`src/rtl/gpio_bank.sv`:
```
`timescale 1ns/1ps
module gpio_bank #(
  parameter int NPORT    = 4,
  parameter int PW       = 8,
  parameter int LAST_W   = 7,
  parameter int AW       = 4,
  parameter int MODE_ADR = 4,
  parameter int STAT_ADR = 8
) (
  input  logic                clk,
  input  logic                rst_n,
  input  logic [AW-1:0]       bus_addr,
  input  logic                bus_wr,
  input  logic [PW-1:0]       bus_wdata,
  output logic [PW-1:0]       bus_rdata,
  input  logic [NPORT*PW-1:0] pin_in,
  output logic [NPORT*PW-1:0] pad_oe,
  output logic [NPORT*PW-1:0] pad_out,
  output logic [NPORT*PW-1:0] pad_pu,
  output logic                irq
);
  localparam int TOT = NPORT * PW;
  localparam int MW  = 2 * NPORT;
  localparam logic [TOT-1:0] BOND = {{(PW-LAST_W){1'b0}}, {(TOT-PW+LAST_W){1'b1}}};

  logic [TOT-1:0] out_q, s1_q, s2_q, s3_q, int_q, chg, od_bits;
  logic [MW-1:0]  mode_q;
  logic [PW-1:0]  rd_port [NPORT];
  logic [PW-1:0]  rd_stat [NPORT];

  assign chg = (s2_q ^ s3_q) & BOND;
  assign irq = |int_q;

  always_ff @(posedge clk or negedge rst_n) begin
    if (!rst_n) begin
      s1_q <= '1;
      s2_q <= '1;
      s3_q <= '1;
    end else begin
      s1_q <= pin_in;
      s2_q <= s1_q;
      s3_q <= s2_q;
    end
  end

  always_ff @(posedge clk or negedge rst_n) begin
    if (!rst_n)
      mode_q <= '0;
    else if (bus_wr && bus_addr == AW'(MODE_ADR))
      mode_q <= bus_wdata[MW-1:0];
  end

  for (genvar p = 0; p < NPORT; p++) begin : g_port
    localparam logic [AW-1:0] DADR = AW'(p);
    localparam logic [AW-1:0] SADR = AW'(STAT_ADR + p);
    logic [1:0]    m;
    logic          is_pp, is_od;
    logic [PW-1:0] lat, bnd, clr;

    assign m     = mode_q[2*p +: 2];
    assign is_pp = (m == 2'b10);
    assign is_od = (m == 2'b01);
    assign lat   = out_q[p*PW +: PW];
    assign bnd   = BOND[p*PW +: PW];
    assign clr   = (bus_wr && bus_addr == SADR) ? bus_wdata : '0;

    always_ff @(posedge clk or negedge rst_n) begin
      if (!rst_n)
        out_q[p*PW +: PW] <= '1;
      else if (bus_wr && bus_addr == DADR)
        out_q[p*PW +: PW] <= bus_wdata;
    end

    always_ff @(posedge clk or negedge rst_n) begin
      if (!rst_n)
        int_q[p*PW +: PW] <= '0;
      else
        int_q[p*PW +: PW] <= (int_q[p*PW +: PW] & ~clr) | chg[p*PW +: PW];
    end

    assign pad_out[p*PW +: PW] = lat & bnd;
    assign pad_oe[p*PW +: PW]  = (is_pp ? '1 : is_od ? ~lat : '0) & bnd;
    assign pad_pu[p*PW +: PW]  = (is_pp ? '0 : is_od ? lat : '1) & bnd;
    assign od_bits[p*PW +: PW] = is_od ? bnd : '0;
    assign rd_port[p] = (s2_q[p*PW +: PW] & bnd) | (lat & ~bnd);
    assign rd_stat[p] = int_q[p*PW +: PW];

    p_latch_write_r2: assert property (@(posedge clk) disable iff (!rst_n)
      (bus_wr && bus_addr == DADR) |=> (out_q[p*PW +: PW] == $past(bus_wdata)));
  end

  always_comb begin
    bus_rdata = '0;
    for (int p = 0; p < NPORT; p++) begin
      if (bus_addr == AW'(p))            bus_rdata = rd_port[p];
      if (bus_addr == AW'(STAT_ADR + p)) bus_rdata = rd_stat[p];
    end
    if (bus_addr == AW'(MODE_ADR)) bus_rdata = PW'(mode_q);
  end

  p_od_never_high_r4: assert property (@(posedge clk) disable iff (!rst_n)
    (pad_oe & pad_out & od_bits) == '0);

  p_int_capture_r9: assert property (@(posedge clk) disable iff (!rst_n)
    1'b1 |=> ((int_q & $past(chg)) == $past(chg)));

  p_mode_write_r6: assert property (@(posedge clk) disable iff (!rst_n)
    (bus_wr && bus_addr == AW'(MODE_ADR)) |=> (mode_q == $past(bus_wdata[MW-1:0])));

  p_unbonded_int_r8: assert property (@(posedge clk) disable iff (!rst_n)
    (int_q & ~BOND) == '0);
endmodule

```
`config.mk`:
```
export PLATFORM = sky130hd
export DESIGN_NAME = gpio_bank
export DESIGN_NICKNAME = d
export VERILOG_FILES = /design/src/rtl/gpio_bank.sv
export SDC_FILE = /design/constraint.sdc
export NUM_CORES = 1
export LEC_CHECK = 0
export ABC_AREA = 1
export BUFFER_PORTS_ARGS = -buffer_cell sky130_fd_sc_hd__buf_2
export CAP_MARGIN = 10
export CORE_AREA = 2 2 172 174
export CTS_BUF_LIST = sky130_fd_sc_hd__clkbuf_8
export CTS_CLUSTER_SIZE = 28
export DETAILED_ROUTE_END_ITERATION = 10
export DIE_AREA = 0 0 174 176
export PLACE_DENSITY_LB_ADDON = 0.05
export SYNTH_ARGS = -nofsm -noshare
export SYNTH_HDL_FRONTEND = slang
export SYNTH_SLANG_ARGS = --single-unit
export TNS_END_PERCENT = 100
```
`constraint.sdc`:
```
create_clock -name clk -period 1.4 [get_ports clk]
set_input_delay 0.07 -clock clk [delete_from_list [all_inputs] [get_ports clk]]
set_output_delay 0.07 -clock clk [all_outputs]
set_load 0.05 [all_outputs]
```
; ---- After elaboration in Yosys (flattened, before gate mapping)
; Index checks and enable logic that the tools add are counted.
[classes]
reduce_logical = 11
mux = 29
n_bitwise = 18
eq_ne = 16
[ops]
columns = cell, n
row1 = $mux 8, 25
row2 = $not 8->8, 7
row3 = $and 8x8->8, 4
row4 = $reduce_or 32->1, 1
row5 = $xor 31x31->31, 1
row6 = $mux 7, 4
row7 = $or 8x8->8, 3
row8 = $eq 4x4->1 const B, 4
row9 = $logic_and 1x1->1, 9
row10 = $eq 2x1->1 const B, 4
row11 = $eq 2x2->1 const B, 4
row12 = $eq 4x2->1 const B, 2
row13 = $or 7x8->8, 1
row14 = $or 8x7->8, 1
row15 = $not 7->7, 1
row16 = $eq 4x1->1 const B, 1
row17 = $eq 4x3->1 const B, 1
row18 = $logic_not 4->1, 1
[word_totals]
ff_bits = 165
out_inout_bits = 105
elab_cells = 86
in_bits = 47

; ---- Longest topological paths before layout
; Gate-level depths: netlist (run 1).
[depth]
depth_word = 10
ltp_mapped = 10

; ---- Least setup slack after synthesis (run 1)
; OpenSTA, ideal clock, no wires.
[synth_path]
path_type = register to output
from = register mode_q[1]
to = output pad_pu[0]
required_ns = 1.330
arrival_ns = 2.547
path_buffers = 1
slack_ns = -1.217
stages_incl_launch_ff = 5
cell_sequence = dfrtp_1 or2_2 clkbuf_1 o21ai_0 inv_1
[synth_via]
elab_chain_cells = 3
[synth_rtl]
columns = element, line
row1 = start: declaration, 27  ; logic [MW-1:0] mode_q;
row2 = start signal: assignment, 50  ; mode_q <= bus_wdata[MW-1:0];
row3 = $eq 2x1->1, 62  ; assign is_od = (m == 2'b01);
row4 = $mux 8, 83  ; assign pad_pu[p*PW +: PW] = (is_pp ? '0 : is_od ? lat : '1) & bnd;
row5 = $mux 8 *, 83
row6 = end: declaration, 19  ; output logic [NPORT*PW-1:0] pad_pu,
; Every way passes the cells marked *; elsewhere a longest branch is shown, timed or not.

; ---- Worst setup path in the final report (run 1)
[layout_path]
from = register int_q[14]
to = output irq
[layout_via]
elab_chain_cells = 1
[layout_rtl]
columns = element, line
row1 = start: declaration, 26  ; logic [TOT-1:0] out_q, s1_q, s2_q, s3_q, int_q, chg, od_bits;
row2 = start signal: indexed assignment, 78  ; int_q[p*PW +: PW] <= (int_q[p*PW +: PW] & ~clr) | chg[p*PW +: PW];
row3 = $reduce_or 32->1, 32  ; assign irq = |int_q;
row4 = end: declaration, 20  ; output logic irq
; No other way between the ends.

==> results.ini, run 1 <==
[outcome]
status=complete, but fails checks
violations=setup timing

[sta]
setup_violations=71
final.min_clock_period_ps=1890
finalHoldWorstSlack_ps=71.8
post-route-period-util_pct=135
hold_viol=0
fmax_mhz=530
report.final.slew_viol_count=0
rsz0062_at_grt=yes
finalClockSkew_ps=8.83
max-slew-margin-rel_pct=59.4
worst_slew_pin_slew_ps=609
setup_slack_ps=-488

[power]
p_seq_share_pct=35.2
powerDensity_nw_per_um2=1570
p_int_mw=9.79
ir_worst_vdd_mv=0.471
comb_power_share_pct=42.9
swShare_pct=40.8
switchingPower_mw=6.74
clkPwrFrac_pct=22.0
p_leak_nw=4.45
total_power_mw=16.5

[critical_path]
endpoint_kind=primary output
path_class=reg -> out
cp.arrival_ps=1820
crit_fanout=2
crit_required_ps=1330
cp-start-kind=register

[floorplan]
die_w_um=174
placementRows=62
core_sq_um=28500
dieArea_sq_um=30600
initial_core_util_pct=22.9
die_h_um=176
num_io_pins=152

[global_route]
grt_pass1_wl_um=31000
grt_pass1_vias=5377
grt_usage_pct=13.3
grt_most_used_layer=met2
use_met3_pct=2.54
grt_use_met1_pct=17.1
grt_start_max_net_pins=33
use_met2_pct=22.7
antenna_found_initial=0
grt_overflow=0

[drt]
num_vias=5087
vias_per_cell=3.99
wire_per_inst_um=15.4
first_pass_iters=4
drt.antenna.violating_nets=0
drc=0
routed_wl_um=19600
first_iter_violations=320

[clock_tree]
clkTransAtPathRegs_ps=90
clkSinkCount=165
insertion_delay_ps=450
cts.path.max_buffers=2
cts_tree=built
root_buffer=clkbuf_8
cts_buffers=17
htree_num_levels=4

[hold_path]
min-delay-path-class=in -> reg

[synthesis]
syn_area_sq_um=6540
async_flop_share_pct=100
yosysUniqueCellTypes=26
synthXorXnorAreaFrac_pct=4.15
synthAdderAreaFrac_pct=0
synth_compound_area_share_pct=9.11
ys_ff_latch=165
synth_edf_count=0
synthCells=607
ys.flop_type=dfstp_2
synth_top_family_by_area=simple AND/OR/NAND/NOR gates
yosysSeqAreaShare_pct=65.6
ys_top_cells_by_area=dfstp_2 50%, dfrtp_1 15%, o21ai_0 7.1%
synth_top_area_share_pct=50.2
yosysWarnings=0
synth_simple_gate_area_share_pct=15.3
yosysTopAreaCell=dfstp_2
synthMuxAreaShare_pct=0
syn_area_per_cell_sq_um=10.8

[finish]
mostFrequentLayoutCells=125 x dfstp_2, 102 x nand2_1, 93 x buf_4
fillers=2863
seqCellArea_sq_um=4290
fin_area_sq_um=10600
multi_input_area_sq_um=2530
area_growth_syn_to_layout_pct=61.4
layout_commonest_cell=dfstp_2
drive_gt1_share_pct=61.6
fin_nets=924
diodes=0

[job]
max_cap_violations=0

[place]
placed_area_sq_um=8640
dp_hpwl_um=13900
io_buffers=147
dp_slack_ps=-258
gp_congestion=0.779

flip-flops by register name, indices dropped and copies added, names as in the netlist:
signal,count
mode_q,8
s1_q,31
int_q,32
s3_q,31
g_port.lat,32
s2_q,31
Yosys cell counts, types with 4 or more instances:
cell      count
buf_4        11
nor2_1       17
clkbuf_1      5
a21oi_1       8
dfrtp_1      40
nor4_1        8
nand3_1      37
inv_1        57
nand2_1     116
dfstp_2     125
o21ai_2       8
buf_2         6
o21ai_1       4
nand2_2       4
inv_2         4
o21ai_0      93
nand4_1      10
or2_2         4
xnor2_1      31
or2_0         7
nor2_4        4
worst max-delay path, cell delays in order (launching register included):
cell     delay [ps]
dfrtp_1         420
nor4_4          320
buf_4           150
nand4_1          60
or2_4           260
buf_6           150
metrics by stage:
step                      cells  setup TNS (ps)  util (%)
after global placement     1181           -1170      30.3
after floorplan             609           -5400         -
after detailed placement   1181           -1370      30.3
after global routing       1274          -27510      37.0
final                      1274          -21490      37.0
after CTS                  1255          -21740      35.7
routing by layer:
metal,part of all wire [%],wire length (um),up-vias
met5,0,0,-
met4,1.7,335,0
met3,3.9,758,23
met2,49,9670,140
met1,45,8830,2439
li1,-,-,2485
kinds of logic (layout without fill, tap and decap cells):
logic type | Yosys count | in the layout
xor gates and xnor gates | 31 | 31
buffers and inverters | 85 | 366
and+or+nand+nor | 212 | 212
other | 1 | 3
DFF | 165 | 165
AOI/OAI and AO/OA | 113 | 113
what timing repair did:
action	CTS	global route
resized for setup	246	52
hold endpoints to repair	97	0
setup buffers	10	21
pin swaps	47	40
setup endpoints to repair	102	72
hold buffers	32	0
layout make-up:
cell class              instances  area share (%)
flip-flops and latches        165            40.6
repair buffers                273            24.6
multi-input cells             359            24.0
well taps                     384            4.55
clock buffers                  18            2.35
inverters                      61            2.34
clock inverters                14            1.54
final timing paths:
check / endpoint / start / slack (ps) / cells after the start
max: irq / int_q[14] / -490 / 5
max reg2reg: int_q[14] / s2_q[14] / 400 / 3
min in group asynchronous: s1_q[5] / rst_n / 350 / 2
min reg2reg: s2_q[11] / s1_q[11] / 360 / 0
min: g_port[2].lat[0] / bus_wdata[0] / 70 / 4
max in group asynchronous: s3_q[18] / rst_n / 700 / 3
power groups by stage:
| stage | combinational [mW] | sequential, mW | clock (mW) |
|---|---|---|---|
| 3_3_place_gp | 5.60 | 5.88 | 0 |
| 2_1_floorplan | 3.85 | 6.34 | 0 |
| 3_5_place_dp | 5.61 | 5.89 | 0 |
| 6_report | 7.09 | 5.81 | 3.63 |
| 4_1_cts | 6.80 | 5.83 | 3.81 |
| 5_1_grt | 7.41 | 5.89 | 4.01 |
(Power assumes the default switching activity.)
==> run 2, diff against run 1 <==
SETUP_SLACK_MARGIN = 0.3   (was unset)
==> run 2 against run 1 <==
- the flow still finishes with violations (setup timing)
- worst setup slack got worse by 34 ps
- fmax is 1.8% lower
- power rose by 1.7%
- routed wire length increased by 1.9%
- first-iteration DRC count decreased by 34%
- sequential share of layout area fell by 0.57 points
- sequential cell count is the same
- count of clock-buffer cells in the layout unchanged
- core utilization increased by 0.53 points
- worst hold slack worse by 37 ps
- cell count is 0.39% higher
- critical path depth fell by 1
==> results.ini, run 2 (synthesis results as in run 1) <==
[global_route]
grt_pass1_wl_um=31600
antenna_found_initial=0
grt_pass1_vias=5443
grt_start_max_net_pins=55
grt_overflow=0
grt_usage_pct=13.5

[clock_tree]
clkSinkCount=165
cts.path.max_buffers=2
clkTransAtPathRegs_ps=90
cts_tree=built
cts_buffers=17
root_buffer=clkbuf_8
htree_num_levels=4
insertion_delay_ps=450

[sta]
setup_violations=71
setup_slack_ps=-523
final.min_clock_period_ps=1920
rsz0062_at_grt=yes
finalHoldWorstSlack_ps=35.1
worst_slew_pin_slew_ps=545
fmax_mhz=520
hold_viol=0
post-route-period-util_pct=137
finalClockSkew_ps=7.26
report.final.slew_viol_count=0
max-slew-margin-rel_pct=63.6

[floorplan]
placementRows=62
die_h_um=176
core_sq_um=28500
initial_core_util_pct=22.9
num_io_pins=152
dieArea_sq_um=30600
die_w_um=174

[finish]
diodes=0
mostFrequentLayoutCells=125 x dfstp_2, 96 x nand2_1, 81 x buf_4
fin_area_sq_um=10700
final_cells=1279
fin_nets=929
area_growth_syn_to_layout_pct=63.7
fillers=2847
layout_commonest_cell=dfstp_2
drive_gt1_share_pct=62.2

[power]
comb_power_share_pct=44.1
ir_worst_vdd_mv=0.461
clkPwrFrac_pct=20.9
p_leak_nw=4.49
powerDensity_nw_per_um2=1570
swShare_pct=40.8
p_int_mw=9.95
p_seq_share_pct=35.0
switchingPower_mw=6.86

[place]
dp_hpwl_um=14200
placed_area_sq_um=8610
dp_slack_ps=-258
gp_congestion=0.830
placed_cells=1178
io_buffers=147

[drt]
first_pass_iters=4
num_vias=5159
drc=0
wire_per_inst_um=15.6
vias_per_cell=4.03
routed_wl_um=20000
first_iter_violations=210
drt.antenna.violating_nets=0

[outcome]
status=complete, but fails checks
violations=setup timing

[critical_path]
rrSetupSlack_ps=390
crit_fanout=2
path_class=reg -> out
crit_required_ps=1330
cp-start-kind=register
endpoint_kind=primary output
cp.arrival_ps=1850

[hold_path]
min-delay-path-class=in -> reg

[job]
max_cap_violations=0

## run 2: cell count changes in the layout (fill, tap and decap cells not counted), moves of 3 or more
cell / change
nand2_1: -6
buf_4: -12
nand2_2: -4
nand3_4: -3
nor2_4: -3
inv_1: -5
nand3_2: +3
inv_2: +3
nor2_1: +4
buf_8: +35
nand2_4: +10
buf_12: -6
buf_6: -12
nor4_1: +3
## run 2: critical path: stages, from the launching register on
cell	delay [ps]
dfrtp_1	420
nor4_4	360
nand4_1	190
or2_4	280
buf_6	150
## run 2: routing by layer
metal  global-route usage [%]  up-vias  routed length, um
li1                         -     2507                  -
met1                     17.7     2479               9020
met2                     22.3      155               9610
met3                     3.04       18                915
met4                     4.66        0                412
met5                        0        -                  0
## run 2: final cells by class
class                   instances  area [sq um]  area share, %
multi-input cells             359          2510           23.5
clock buffers                  18           248           2.31
well taps                     384           480           4.49
clock inverters                14           154           1.44
flip-flops and latches        165          4290           40.0
repair buffers                278          2780           25.9
inverters                      61           244           2.28
## run 2: worst paths after layout
check / start / endpoint / depth (start not counted)
min in group asynchronous: rst_n / s1_q[0] / 2
worst max register to register: mode_q[5] / mode_q[5] / 5
worst min-delay path: bus_wdata[4] / g_port[2].lat[4] / 4
worst max-delay path: int_q[30] / irq / 4
max in group asynchronous: rst_n / g_port[0].lat[1] / 3
worst min register to register: s1_q[16] / s2_q[16] / 0
## run 2: power groups by stage
stage / sequential (mW) / combinational [mW] / clock [mW]
final: 5.88 / 7.41 / 3.52
after global routing: 5.95 / 7.74 / 3.90
after CTS: 5.90 / 7.11 / 3.70
after detailed placement: 5.91 / 5.57 / 0
after global placement: 5.89 / 5.56 / 0
after floorplan: 6.34 / 3.88 / 0
## run 2: repair_timing
action | CTS | global route
resized for setup | 302 | 38
hold buffers | 32 | 0
hold endpoints to repair | 94 | 0
buffers inserted | 17 | 20
setup endpoints to repair | 102 | 102
pin swaps | 29 | 37
## run 2: stage by stage
| step | setup TNS [ps] | utilization [%] | total power [mW] |
|---|---|---|---|
| final | -19920 | 37.5 | 16.8 |
| after global routing | -26160 | 37.5 | 17.6 |
| after CTS | -20400 | 36.5 | 16.7 |
| after detailed placement | -942 | 30.2 | 11.5 |
| after global placement | -726 | 30.2 | 11.4 |
| after floorplan | -5380 | - | 10.2 |
==> run 3, diff against run 2 <==
clock period = 1.7 ns   (was 1.4 ns; I/O delays follow)
==> run 3 against run 2 <==
- the run still ends with setup timing left
- worst hold slack better by 95 ps
- clock skew is 2.5 ps higher
- largest power group unchanged
- routed wire length is 6.2% lower
- core utilization is 1.9 points lower
- critical path type unchanged
- cell area is 5.2% lower
- critical endpoint unchanged
==> results.ini, run 3 (synthesis results as in run 1) <==
[critical_path]
r2r-start=s2_q[13]
cp_slowest_cell=dfrtp_1
rrSetupSlack_ps=700
cp.arrival_ps=1820
crit_fanout=3
r2r_end=int_q[13]
critPathTopFamily=simple AND/OR/NAND/NOR gates
crit_required_ps=1620
slowest_delay_ps=420
worstPathCellList=nor4_4 > nand4_1 > or2_4 > buf_6
cp.depth=4
endpoint_kind=primary output
path_class=reg -> out
path_buf_inv=1
cp-start-kind=register
rr_worst_depth=3

[finish]
fillers=2870
seqCellArea_sq_um=4290
drive_gt1_share_pct=59.2
fin_nets=879
final_cells=1228
diodes=0
mostFrequentLayoutCells=125 x dfstp_2, 103 x nand2_1, 71 x buf_6
multi_input_area_sq_um=2520
layout_commonest_cell=dfstp_2
fin_area_sq_um=10100
area_growth_syn_to_layout_pct=55.2

[sta]
post-route-period-util_pct=112
timing.setup.tns_ps=-1260
final.min_clock_period_ps=1910
hold_viol=0
fmax_mhz=525
finalClockSkew_ps=9.80
rsz0062_at_grt=yes
report.final.slew_viol_count=0
setup_violations=35
max-slew-margin-rel_pct=55.2
worst_slew_pin_slew_ps=672
setup_slack_ps=-205

[power]
powerDensity_nw_per_um2=1340
p_leak_nw=4.23
total_power_mw=13.6
ir_worst_vdd_mv=0.484

[drt]
num_vias=5024
first_iter_violations=201
wire_per_inst_um=15.2
vias_per_cell=4.09
drc=0
first_pass_iters=4
drt.antenna.violating_nets=0
routed_wl_um=18700

[place]
dp_hpwl_um=13000
io_buffers=147
placed_area_sq_um=8170
gp_congestion=0.796
placed_cells=1133

[floorplan]
core_sq_um=28500
num_io_pins=152
initial_core_util_pct=22.9
placementRows=62
dieArea_sq_um=30600
die_h_um=176
die_w_um=174

[global_route]
grt_pass1_vias=5100
grt_overflow=0
grt_usage_pct=12.7
antenna_found_initial=0
grt_pass1_wl_um=29800
grt_start_max_net_pins=52

[clock_tree]
cts.path.max_buffers=2
clkTransAtPathRegs_ps=100
clkSinkCount=165
cts_buffers=17
root_buffer=clkbuf_8
insertion_delay_ps=460
htree_num_levels=4
cts_tree=built

[outcome]
violations=setup timing
status=complete, but fails checks

[hold_path]
min-delay-path-class=in -> async

[job]
max_cap_violations=0

[run 3: cell count changes in the layout (fill, tap and decap cells not counted), sizes merged]
cell	change
clkinvlp	-1
clkinv	-2
buf	-50
bufinv	+1
inv	+1
[run 3: worst max path at each step]
| stage | slack, ps | end | start |
|---|---|---|---|
| after floorplan | 40 | pad_pu[0] | mode_q[0] |
| after global placement | 50 | irq | int_q[30] |
| after detailed placement | 4 | irq | int_q[30] |
| after CTS | -280 | irq | int_q[31] |
| after global routing | -300 | irq | int_q[30] |
| final | -210 | irq | int_q[30] |
[run 3: worst reg2reg max path: cells and delay by family, from the launching register on]
| kind | cells | cell delay [ps] |
|---|---|---|
| xor+xnor | 1 | 120 |
| simple gates | 1 | 70 |
| flops | 1 | 570 |
| buf+inv | 1 | 120 |
[run 3: what timing repair did]
item,4_1_cts,5_1_grt
gates cloned,0,0
resized for setup,260,53
pin swaps,56,36
setup buffers,20,12
endpoints found under the hold margin,106,0
hold buffers,32,0
setup endpoints to repair,102,88
[run 3: final cells by class]
class | count | share of cell area (%)
inverters | 61 | 2.40
flip-flops and latches | 165 | 42.2
clock inverters | 13 | 1.54
multi-input cells | 359 | 24.8
well taps | 384 | 4.73
repair buffers | 228 | 21.8
clock buffers | 18 | 2.44
[run 3: per-layer routing]
layer | track usage, % | up-vias | wire length, um
met4 | 4.27 | 0 | 286
met2 | 21.1 | 153 | 9150
met3 | 2.73 | 22 | 959
met1 | 16.5 | 2446 | 8330
met5 | 0 | - | 0
li1 | - | 2403 | -
[run 3: stage by stage]
step | setup slack [ps] | utilization, % | hold slack (ps)
after floorplan | 36.8 | - | -211
after global placement | 45.8 | 28.6 | 53.9
after detailed placement | 3.71 | 28.6 | 62.4
after CTS | -280 | 34.4 | 105
after global routing | -301 | 35.5 | 130
final | -205 | 35.5 | 130
[run 3: report_power, final]
part	internal [mW]	switching, mW	total [mW]	leakage, nW
combinational	2.11	3.68	5.79	2.32
sequential	4.46	0.349	4.81	1.70
clock	1.48	1.49	2.97	0.208
total	8.04	5.52	13.6	4.23
